===== config.mk =====
export PLATFORM = sky130hd
export DESIGN_NAME = wsync_word_aligner
export DESIGN_NICKNAME = d
export VERILOG_FILES = /design/src/rtl/wsync_pkg.sv /design/src/rtl/wsync_evt_det.sv /design/src/rtl/wsync_lane_fifo.sv /design/src/rtl/wsync_ctrl.sv /design/src/rtl/wsync_word_aligner.sv
export SDC_FILE = /design/constraint.sdc
export NUM_CORES = 1
export LEC_CHECK = 0
export ABC_AREA = 1
export BUFFER_PORTS_ARGS = -buffer_cell sky130_fd_sc_hd__buf_2
export CAP_MARGIN = 20
export CORE_MARGIN = 2
export CORE_UTILIZATION = 43
export CTS_CLUSTER_SIZE = 20
export DETAILED_ROUTE_END_ITERATION = 8
export PLACE_DENSITY_LB_ADDON = 0.1
export REMOVE_ABC_BUFFERS = 1
export SYNTH_ARGS = -nofsm -noshare
export SYNTH_HDL_FRONTEND = slang
export SYNTH_SLANG_ARGS = --single-unit

===== constraint.sdc =====
create_clock -name clk -period 6.4 [get_ports clk]
set_clock_uncertainty 0.2 [all_clocks]
set_input_delay 0 -clock clk [delete_from_list [all_inputs] [get_ports clk]]
set_output_delay 0 -clock clk [all_outputs]
set_load 0.05 [all_outputs]

===== src/rtl/wsync_pkg.sv =====
`timescale 1ns/1ps
package wsync_pkg;

    localparam int CG_W = 10;

    typedef enum logic [1:0] {
        ST_OFF    = 2'd0,
        ST_SEARCH = 2'd1,
        ST_GATHER = 2'd2,
        ST_LOCKED = 2'd3
    } ws_state_e;

    typedef enum logic [1:0] {
        EV_NONE      = 2'b00,
        EV_IDLE_RUN  = 2'b01,
        EV_DISP_IDLE = 2'b10,
        EV_ALIGN_K   = 2'b11
    } ev_sel_e;

    localparam logic [CG_W-1:0] K285_NEG = 10'h0FA;
    localparam logic [CG_W-1:0] K285_POS = 10'h305;
    localparam logic [CG_W-1:0] K283_NEG = 10'h0F3;
    localparam logic [CG_W-1:0] K283_POS = 10'h30C;
    localparam logic [CG_W-1:0] IDLE_FLIP = 10'h296;
    localparam logic [CG_W-1:0] IDLE_KEEP = 10'h245;

    function automatic logic is_comma_k(input logic [CG_W-1:0] g);
        return (g == K285_NEG) || (g == K285_POS);
    endfunction

    function automatic logic is_align_k(input logic [CG_W-1:0] g);
        return (g == K283_NEG) || (g == K283_POS);
    endfunction

    function automatic logic is_idle_tail(input logic [CG_W-1:0] g);
        return (g == IDLE_FLIP) || (g == IDLE_KEEP);
    endfunction

endpackage


===== src/rtl/wsync_evt_det.sv =====
`timescale 1ns/1ps
module wsync_evt_det
    import wsync_pkg::*;
#(
    parameter int RUN_LEN = 4
)(
    input  logic            clk,
    input  logic            rst_n,
    input  logic            lane_ok,
    input  logic [1:0]      sel,
    input  logic [CG_W-1:0] grp,
    output logic            evt
);
    localparam int RW = $clog2(RUN_LEN + 1);

    logic          prev_k_q;
    logic [RW-1:0] run_q;
    logic          after_flip_q;

    logic cur_k, set_end, hit_run, hit_disp, hit_k, hit;

    always_comb begin
        cur_k    = is_comma_k(grp);
        set_end  = prev_k_q && is_idle_tail(grp);
        hit_run  = !prev_k_q && !cur_k && (run_q == RW'(RUN_LEN));
        hit_disp = set_end && (grp == IDLE_KEEP) && after_flip_q;
        hit_k    = is_align_k(grp);
    end

    always_comb begin
        unique case (ev_sel_e'(sel))
            EV_IDLE_RUN:  hit = hit_run;
            EV_DISP_IDLE: hit = hit_disp;
            EV_ALIGN_K:   hit = hit_k;
            default:      hit = 1'b0;
        endcase
        evt = lane_ok && hit;
    end

    always_ff @(posedge clk or negedge rst_n) begin
        if (!rst_n) begin
            prev_k_q     <= 1'b0;
            run_q        <= '0;
            after_flip_q <= 1'b0;
        end else if (!lane_ok) begin
            prev_k_q     <= 1'b0;
            run_q        <= '0;
            after_flip_q <= 1'b0;
        end else begin
            prev_k_q <= cur_k && !prev_k_q;
            if (set_end) begin
                if (run_q != RW'(RUN_LEN)) run_q <= run_q + 1'b1;
                after_flip_q <= (grp == IDLE_FLIP);
            end else if (!cur_k || prev_k_q) begin
                run_q        <= '0;
                after_flip_q <= 1'b0;
            end
        end
    end

endmodule


===== src/rtl/wsync_lane_fifo.sv =====
`timescale 1ns/1ps
module wsync_lane_fifo
    import wsync_pkg::*;
#(
    parameter int DEPTH = 5,
    parameter int TW    = 3
)(
    input  logic            clk,
    input  logic            rst_n,
    input  logic [CG_W-1:0] grp_i,
    input  logic            evt_i,
    input  logic [TW-1:0]   tap,
    output logic [CG_W-1:0] grp_o,
    output logic            evt_o
);
    logic [CG_W-1:0] data_q [DEPTH];
    logic [DEPTH-1:0] flag_q;

    always_ff @(posedge clk or negedge rst_n) begin
        if (!rst_n) begin
            for (int i = 0; i < DEPTH; i++) data_q[i] <= '0;
            flag_q <= '0;
        end else begin
            data_q[0] <= grp_i;
            flag_q[0] <= evt_i;
            for (int i = 1; i < DEPTH; i++) begin
                data_q[i] <= data_q[i-1];
                flag_q[i] <= flag_q[i-1];
            end
        end
    end

    always_comb begin
        grp_o = data_q[tap];
        evt_o = flag_q[tap];
    end

    AST_TAP_RANGE: assert property (@(posedge clk) disable iff (!rst_n)
        tap <= TW'(DEPTH - 1));

endmodule


===== src/rtl/wsync_ctrl.sv =====
`timescale 1ns/1ps
module wsync_ctrl
    import wsync_pkg::*;
#(
    parameter int LANES    = 4,
    parameter int MAX_SKEW = 4,
    parameter int TW       = 3
)(
    input  logic                      clk,
    input  logic                      rst_n,
    input  logic [LANES-1:0]          lane_sync,
    input  logic [1:0]                sel,
    input  logic [LANES-1:0]          evt_in,
    input  logic [LANES-1:0]          evt_at_tap,
    output logic [LANES-1:0][TW-1:0]  tap,
    output logic                      word_valid,
    output logic                      not_word_sync
);
    ws_state_e               state_q, state_d;
    logic [LANES-1:0]        seen_q, seen_d;
    logic [LANES-1:0][TW-1:0] age_q, age_d;
    logic [LANES-1:0][TW-1:0] tap_q, tap_d;
    logic [TW-1:0]           cnt_q, cnt_d;
    logic [1:0]              sel_q;
    logic                    byp_q;
    logic                    all_sync;

    assign all_sync = &lane_sync;

    always_comb begin
        state_d = state_q;
        seen_d  = seen_q;
        age_d   = age_q;
        cnt_d   = cnt_q;
        tap_d   = tap_q;
        if (!all_sync || sel == EV_NONE) begin
            state_d = ST_OFF;
            seen_d  = '0;
            tap_d   = '0;
        end else if (sel != sel_q) begin
            state_d = ST_SEARCH;
            seen_d  = '0;
            tap_d   = '0;
        end else begin
            unique case (state_q)
                ST_OFF: state_d = ST_SEARCH;
                ST_SEARCH: begin
                    if (|evt_in) begin
                        seen_d = evt_in;
                        age_d  = '0;
                        cnt_d  = '0;
                        if (&evt_in) begin
                            state_d = ST_LOCKED;
                            tap_d   = '0;
                        end else begin
                            state_d = ST_GATHER;
                        end
                    end
                end
                ST_GATHER: begin
                    seen_d = seen_q | evt_in;
                    cnt_d  = cnt_q + 1'b1;
                    for (int i = 0; i < LANES; i++)
                        age_d[i] = seen_q[i] ? age_q[i] + 1'b1 : '0;
                    if (&seen_d) begin
                        state_d = ST_LOCKED;
                        tap_d   = age_d;
                    end else if (cnt_d == TW'(MAX_SKEW)) begin
                        state_d = ST_SEARCH;
                        seen_d  = '0;
                    end
                end
                ST_LOCKED: begin
                    if (|evt_at_tap && !(&evt_at_tap)) begin
                        state_d = ST_SEARCH;
                        seen_d  = '0;
                        tap_d   = '0;
                    end
                end
            endcase
        end
    end

    always_ff @(posedge clk or negedge rst_n) begin
        if (!rst_n) begin
            state_q <= ST_OFF;
            seen_q  <= '0;
            age_q   <= '0;
            cnt_q   <= '0;
            tap_q   <= '0;
            sel_q   <= EV_NONE;
            byp_q   <= 1'b0;
        end else begin
            state_q <= state_d;
            seen_q  <= seen_d;
            age_q   <= age_d;
            cnt_q   <= cnt_d;
            tap_q   <= tap_d;
            sel_q   <= sel;
            byp_q   <= all_sync && (sel == EV_NONE);
        end
    end

    always_comb begin
        tap           = tap_q;
        word_valid    = (state_q == ST_LOCKED) || byp_q;
        not_word_sync = (state_q == ST_SEARCH) || (state_q == ST_GATHER);
    end

    AST_GATHER_WINDOW: assert property (@(posedge clk) disable iff (!rst_n)
        (state_q == ST_GATHER) |-> (cnt_q < TW'(MAX_SKEW)));

    AST_LOCK_ALIGN: assert property (@(posedge clk) disable iff (!rst_n)
        (state_q != ST_LOCKED && state_d == ST_LOCKED) |=> (&evt_at_tap));

    AST_MISMATCH_DROP: assert property (@(posedge clk) disable iff (!rst_n)
        (state_q == ST_LOCKED && |evt_at_tap && !(&evt_at_tap)) |=> (state_q != ST_LOCKED));

    AST_MODE_RESTART: assert property (@(posedge clk) disable iff (!rst_n)
        (state_q != ST_OFF && all_sync && sel != sel_q && sel != EV_NONE) |=> (state_q == ST_SEARCH));

endmodule


===== src/rtl/wsync_word_aligner.sv =====
`timescale 1ns/1ps
module wsync_word_aligner
    import wsync_pkg::*;
#(
    parameter int LANES    = 4,
    parameter int MAX_SKEW = 4,
    parameter int RUN_LEN  = 4
)(
    input  logic                    clk,
    input  logic                    rst_n,
    input  logic [1:0]              evt_sel,
    input  logic [LANES-1:0]        lane_sync,
    input  logic [LANES*CG_W-1:0]   lane_data,
    output logic [LANES*CG_W-1:0]   word_out,
    output logic                    word_valid,
    output logic                    not_word_sync
);
    localparam int DEPTH = MAX_SKEW + 1;
    localparam int TW    = $clog2(DEPTH);

    logic [LANES-1:0]         evt_raw;
    logic [LANES-1:0]         evt_tap;
    logic [LANES-1:0][TW-1:0] tap;

    for (genvar g = 0; g < LANES; g++) begin : g_lane
        wsync_evt_det #(.RUN_LEN(RUN_LEN)) u_det (
            .clk     (clk),
            .rst_n   (rst_n),
            .lane_ok (lane_sync[g]),
            .sel     (evt_sel),
            .grp     (lane_data[g*CG_W +: CG_W]),
            .evt     (evt_raw[g])
        );
        wsync_lane_fifo #(.DEPTH(DEPTH), .TW(TW)) u_fifo (
            .clk   (clk),
            .rst_n (rst_n),
            .grp_i (lane_data[g*CG_W +: CG_W]),
            .evt_i (evt_raw[g]),
            .tap   (tap[g]),
            .grp_o (word_out[g*CG_W +: CG_W]),
            .evt_o (evt_tap[g])
        );
    end

    wsync_ctrl #(.LANES(LANES), .MAX_SKEW(MAX_SKEW), .TW(TW)) u_ctrl (
        .clk           (clk),
        .rst_n         (rst_n),
        .lane_sync     (lane_sync),
        .sel           (evt_sel),
        .evt_in        (evt_raw),
        .evt_at_tap    (evt_tap),
        .tap           (tap),
        .word_valid    (word_valid),
        .not_word_sync (not_word_sync)
    );

    AST_SYNC_LOSS: assert property (@(posedge clk) disable iff (!rst_n)
        !(&lane_sync) |=> (!word_valid && !not_word_sync));

    AST_STATUS_EXCL: assert property (@(posedge clk) disable iff (!rst_n)
        !(word_valid && not_word_sync));

endmodule


== Yosys cells after proc, flatten, opt, wreduce, memory -nomap -nowiden ==
Cells that the tools add are included.

* Register bits after elaboration: 276
* Input port bits: 48
* Output and inout port bits: 42
* Word-level logic and storage cells: 290

* $add $sub $neg: 9
* Magnitude comparators: 8
* Equality and inequality tests: 54
* Mux-type cells: 86
* Bitwise logic cells: 7
* Reduce and logical (&&, ||, !) cells: 77

{| class="wikitable"
|+ Operators by type and width
! operator !! number
|-
| $eq 10x10->1 const B || 16
|-
| $bmux 10 s3 || 4
|-
| $mux 12 || 7
|-
| $eq 10x8->1 const B || 8
|-
| $mux 10 || 8
|-
| $mux 3 || 21
|-
| $pmux 12 s3 || 1
|-
| $logic_and 1x1->1 || 30
|-
| $add 3x1->3 const B || 9
|-
| $mux 4 || 6
|-
| $ne 3x3->1 const B || 8
|-
| $pmux 12 s2 || 1
|-
| $mux 1 || 21
|-
| $reduce_and 4->1 || 5
|-
| $logic_or 1x1->1 || 19
|-
| $ge 4x4->1 const B || 4
|-
| $lt 3x4->1 const B || 4
|-
| $ne 4x1->1 const B || 4
|-
| $not 3->4 || 4
|-
| $eq 3x3->1 const B || 5
|-
| $bmux 1 s3 || 4
|-
| $mux 2 || 6
|-
| $ne 3x1->1 const B || 4
|-
| $pmux 1 s3 || 4
|-
| 18 further kinds || 38
|}

== Logic depth before layout (Yosys ltp) ==
* Word-level depth: 13
* Mapped depth: 17
* Gate-level depth less buffers: 16

== Cells and area by module ==
From an unflattened synthesis, not the netlist that was laid out.

* Cell total of the unflattened synthesis: 1303
* Area total of the unflattened synthesis: 11626.2 sq um

{| class="wikitable"
|+ Modules (own cells, without submodules)
! module !! times used !! cells an instance !! area an instance (sq um) !! seq. area each (sq um)
|-
| wsync_lane_fifo || 4 || 171 || 1871.8 || 1376.3
|-
| wsync_ctrl || 1 || 268 || 2026.9 || 900.9
|-
| wsync_evt_det at g_lane[1].u_det ... || 3 || 87 || 520.5 || 125.1
|-
| wsync_evt_det at g_lane[0].u_det || 1 || 90 || 550.5 || 125.1
|}

== Worst setup path before layout ==
OpenSTA, ideal clock, no wires.

* Path kind: reg2out
* From: register u_ctrl.tap_q (netlist bit u_ctrl.tap[0])
* To: output word_out[0]
* Arrival time: 1.824 ns
* Required time: 6.200 ns
* Slack: 4.376 ns
* Stages on the path, launching flop included: 4
* Path through: dfrtp_1 > inv_2 > nand3_1 > o21ai_0

* Word-level cells in the longest chain between the ends: 4

{| class="wikitable"
|+ RTL lines
! element !! line !! RTL
|-
| from (decl) || wsync_ctrl.sv:22 || <nowiki>logic [LANES-1:0][TW-1:0] tap_q, tap_d;</nowiki>
|-
| from (signal assigned) || wsync_ctrl.sv:98 || <nowiki>tap_q <= tap_d;</nowiki>
|-
| $not 3->4 (not written as such) || wsync_lane_fifo.sv:34 || <nowiki>grp_o = data_q[tap];</nowiki>
|-
| $bmux 10 s3 || wsync_lane_fifo.sv:34 ||
|-
| $mux 10 (not written as such) (2 in series) || wsync_lane_fifo.sv:34 ||
|-
| to (decl) || wsync_word_aligner.sv:14 || <nowiki>output logic [LANES*CG_W-1:0] word_out,</nowiki>
|}

No other way between the ends. The select of a mux whose other input is x is not followed.

== Worst setup path in the final report ==
* From: register u_ctrl.tap_q (netlist bit u_ctrl.tap[0])
* To: register u_ctrl.tap_q (netlist bit u_ctrl.tap[3])

* Word-level cells in the longest chain between the ends: 7
* Elaborated cells on any way between the ends: 8
* Classes of those cells: eq/ne: 1; mux: 2; reduce/logical: 5

{| class="wikitable"
|+ RTL lines
! element !! line !! RTL
|-
| $bmux 1 s3 * || wsync_lane_fifo.sv:35 || <nowiki>evt_o = flag_q[tap];</nowiki>
|-
| $mux 1 (not written as such) * || wsync_lane_fifo.sv:35 ||
|-
| $reduce_and 4->1 || wsync_ctrl.sv:74 || <nowiki>if (|evt_at_tap && !(&evt_at_tap)) begin</nowiki>
|-
| $logic_not 1->1 || wsync_ctrl.sv:74 ||
|-
| $logic_and 1x1->1 * || wsync_ctrl.sv:74 ||
|-
| $ne 4x1->1 (no source line) * || n/a ||
|-
| $reduce_and 5->1 (no source line) * || n/a ||
|}

Every way passes the cells marked *; elsewhere a longest branch is shown, timed or not. The select of a mux whose other input is x is not followed.
A chain may end at the register's enable or synchronous reset.

==> run_results.csv <==
group,metric,value,unit
drt,drt_pass1_iterations,5,
clock_tree,clock-root-buffer,"clkbuf_16",
floorplan,row_count,59,
clock_tree,path_clk_slew,0.06,ns
drt,ant_nets,0,
clock_tree,cts.path.max_buffers,3,
yosys,netlist_area,11200,um2
global_routing,antenna_found_initial,1,
sta,tns,0,ns
yosys,synth_area_per_cell,9.68,um2
power,irDropWorstVdd,0.000188,V
global_routing,grt_pass1_wl,40.7,mm
sta,maxSlewHeadroom,41.5,%
critical_path,crit_type,"reg2reg",
clock_tree,cts_tree,"done",
yosys,synth-adder-area-share,1.90,%
floorplan,die_x,165,um
global_routing,grt.total_usage,18.5,%
sta,rsz0062_at_grt,"false",
drt,via_per_inst,4.93,
critical_path,cp.required,6.69,ns
yosys,yosysSeqAreaShare,61.6,%
clock_tree,cts_setup_buffers,0,
global_routing,grt_max_degree,84,
yosys,ys_types,37,
clock_tree,cts_buffers,30,
final_layout,finalNonFillerCells,1699,
yosys,ys_warn_count,0,
yosys,synth_top_family_by_area,"simple AND/OR/NAND/NOR gates",
sta,finalCritPeriodShare,48.7,%
place,place_congestion,0.868,
yosys,synthSimpleGateAreaFrac,17.6,%
yosys,muxShareOfSynthArea,0,%
final_layout,multiInputGateArea,3540,um2
clock_tree,insertion_delay,0.55,ns
sta,drv_slew,0,
final_layout,layout_commonest_cell,"dfrtp_1",
critical_path,reg2reg_slack,3.29,ns
power,p_leak,6.90,nW
sta,timing.final.ws_setup,3.29,ns
drt,num_vias,8377,
sta,tightest_slew,0.874,ns
final_layout,layout_common_cells,"276 x dfrtp_1, 258 x nand2_1, 142 x inv_1",
sta,max_clock_freq,321,MHz
critical_path,arrival,3.40,ns
final_layout,area_delta_synth_final,24.1,%
clock_tree,cts.sinks,276,
job,drv_cap,0,
place,post-dp-hpwl,15.9,mm
yosys,synth-compound-area-share,11.9,%
worst_hold_path,hp-class,"in2reg",
critical_path,cp-end-kind,"flip-flop",
yosys,synth_xor_area_share,0.156,%
global_routing,first_global_vias,8090,
place,portBuffers,89,
clock_tree,htree_levels,1,
yosys,synth.ff_latch_count,276,
drt,remaining_drc_errors,0,
drt,drt-wirelength-per-cell,14.5,um
place,dp_cells,1549,
floorplan,die_area,27400,um2
sta,hold_ws,0.0565,ns
sta,min_period,3.11,ns
critical_path,worstSetupStartpointType,"flip-flop",
yosys,syn_inst,1157,
drt,wl,24.6,mm
floorplan,dieHeight,165,um
global_routing,grt_overflow,0,
drt,drt_iter0_drc,649,
floorplan,io_pins,90,
critical_path,crit_fanout,24,
final_layout,seqCellArea,6910,um2
final_layout,fillers,2319,
floorplan,core,25800,um2
final_layout,fin_nets,1404,
outcome,outcome,"completed",
floorplan,start_util,43.4,%
sta,setup_viol_count_final,0,
sta,hold_viol,0,
final_layout,drive_above_1_share,14.2,%
power,powerDensity,275,nW/um2
place,dp_slack,3.29,ns
[what timing repair did]
item	4_1_cts	5_1_grt
endpoints found under the setup margin	0	0
hold buffers	92	0
gates resized for setup	0	0
hold endpoints to repair	197	0
[stage by stage]
step	util [%]	cell area, um2	total power (W)
global placement	46.1	11900	0.00207
global route	53.8	13900	0.00399
CTS	53.7	13900	0.00387
finish	53.8	13900	0.00382
detailed placement	46.1	11900	0.00207
floorplan	-	11000	0.00197
[synth_stat cells]
| library cell | n | area share, % |
|---|---|---|
| or2_2 | 1 | 0.056 |
| dfrtp_1 | 276 | 62 |
| a31oi_1 | 8 | 0.45 |
| buf_2 | 11 | 0.49 |
| nor3_1 | 11 | 0.49 |
| xor2_1 | 2 | 0.16 |
| a21oi_2 | 1 | 0.078 |
| o21ai_2 | 5 | 0.39 |
| and3b_1 | 1 | 0.078 |
| inv_2 | 12 | 0.40 |
| ha_1 | 17 | 1.9 |
| o211ai_4 | 1 | 0.19 |
| nand3_1 | 75 | 3.4 |
| a21oi_1 | 81 | 3.6 |
| nand3_2 | 5 | 0.45 |
| nor2_2 | 4 | 0.22 |
| nor3b_2 | 1 | 0.11 |
| o21ai_1 | 12 | 0.54 |
| nand2_1 | 258 | 8.6 |
| a221o_1 | 36 | 3.2 |
| a22oi_1 | 3 | 0.20 |
| buf_8 | 1 | 0.13 |
| inv_1 | 142 | 4.8 |
| nor2_4 | 1 | 0.10 |
| and3_1 | 2 | 0.11 |
| nor4_1 | 4 | 0.22 |
| nand4_1 | 7 | 0.39 |
| nor3_2 | 2 | 0.18 |
| nor2_1 | 73 | 2.4 |
| nand2_2 | 11 | 0.61 |
| o21ai_0 | 67 | 3.0 |
| o31ai_1 | 1 | 0.067 |
| nand2_4 | 1 | 0.10 |
| a21oi_4 | 1 | 0.15 |
| a21boi_0 | 1 | 0.067 |
| clkbuf_1 | 18 | 0.60 |
| buf_6 | 4 | 0.40 |
[registers in the layout, indices dropped and copies added (netlist names), 4 cells and up]
name                       cells
g_lane.u_det.after_flip_q      4
u_ctrl.tap                    12
u_ctrl.seen_q                  4
g_lane.u_det.run_q            12
g_lane.u_fifo.data_q         200
u_ctrl.age_q                  12
g_lane.u_det.prev_k_q          4
g_lane.u_fifo.flag_q          20
[path summary, 6_finish.rpt]
kind                                                            start                                    end  cells after the start
max in group asynchronous                                       rst_n   g_lane[1].u_fifo.data_q[5]$_DFF_PN0_                      4
worst min-delay path                                       evt_sel[1]                 u_ctrl.byp_q$_DFF_PN0_                      3
min in group asynchronous                                       rst_n   g_lane[3].u_det.run_q[0]$_DFFE_PN0P_                      3
worst max-delay path                        u_ctrl.tap[0]$_DFFE_PN0P_              u_ctrl.tap[3]$_DFFE_PN0P_                     11
worst max register to register              u_ctrl.tap[0]$_DFFE_PN0P_              u_ctrl.tap[3]$_DFFE_PN0P_                     11
worst min register to register  g_lane[1].u_fifo.data_q[38]$_DFF_PN0_  g_lane[1].u_fifo.data_q[28]$_DFF_PN0_                      0
[worst max-delay path, stage by stage (launching register included)]
cell	delay [ns]
dfrtp_1	0.68
inv_2	0.45
nand3_1	0.39
o21ai_1	0.44
o21ai_1	0.11
nand3_1	0.12
nand2_1	0.07
inv_2	0.07
nand3_2	0.06
inv_2	0.24
nand3_1	0.13
nand2_1	0.09
[cells by family after synthesis]
logic type      count (synthesis)
flops                         276
xor+xnor                        2
compound gates                217
fa+ha+maj                      17
buf+inv                       188
simple gates                  457
[cell type report]
type / count / area share, %
Inverter: 154 / 4.16
Clock inverter: 20 / 1.41
Sequential cell: 276 / 49.7
Multi-Input combinational cell: 693 / 25.4
Antenna cell: 1 / 0.0180
Clock buffer: 36 / 5.93
Timing Repair Buffer: 184 / 10.3
Tap cell: 335 / 3.02
[power by group]
part	internal, W	total (W)	switching (W)	leakage (nW)
Sequential	0.00181	0.00184	0.0000312	3.39
Clock	0.00104	0.00174	0.000698	0.489
Combinational	0.0000902	0.000243	0.000153	3.03
Total	0.00294	0.00382	0.000882	6.90
[metal layers]
metal  wire, um  GRT usage [%]
met1      11700           27.0
met2      11200           29.0
met3       1230           3.05
met4        468           4.98
met5          0              0
Power figures use the tool's default switching activity.
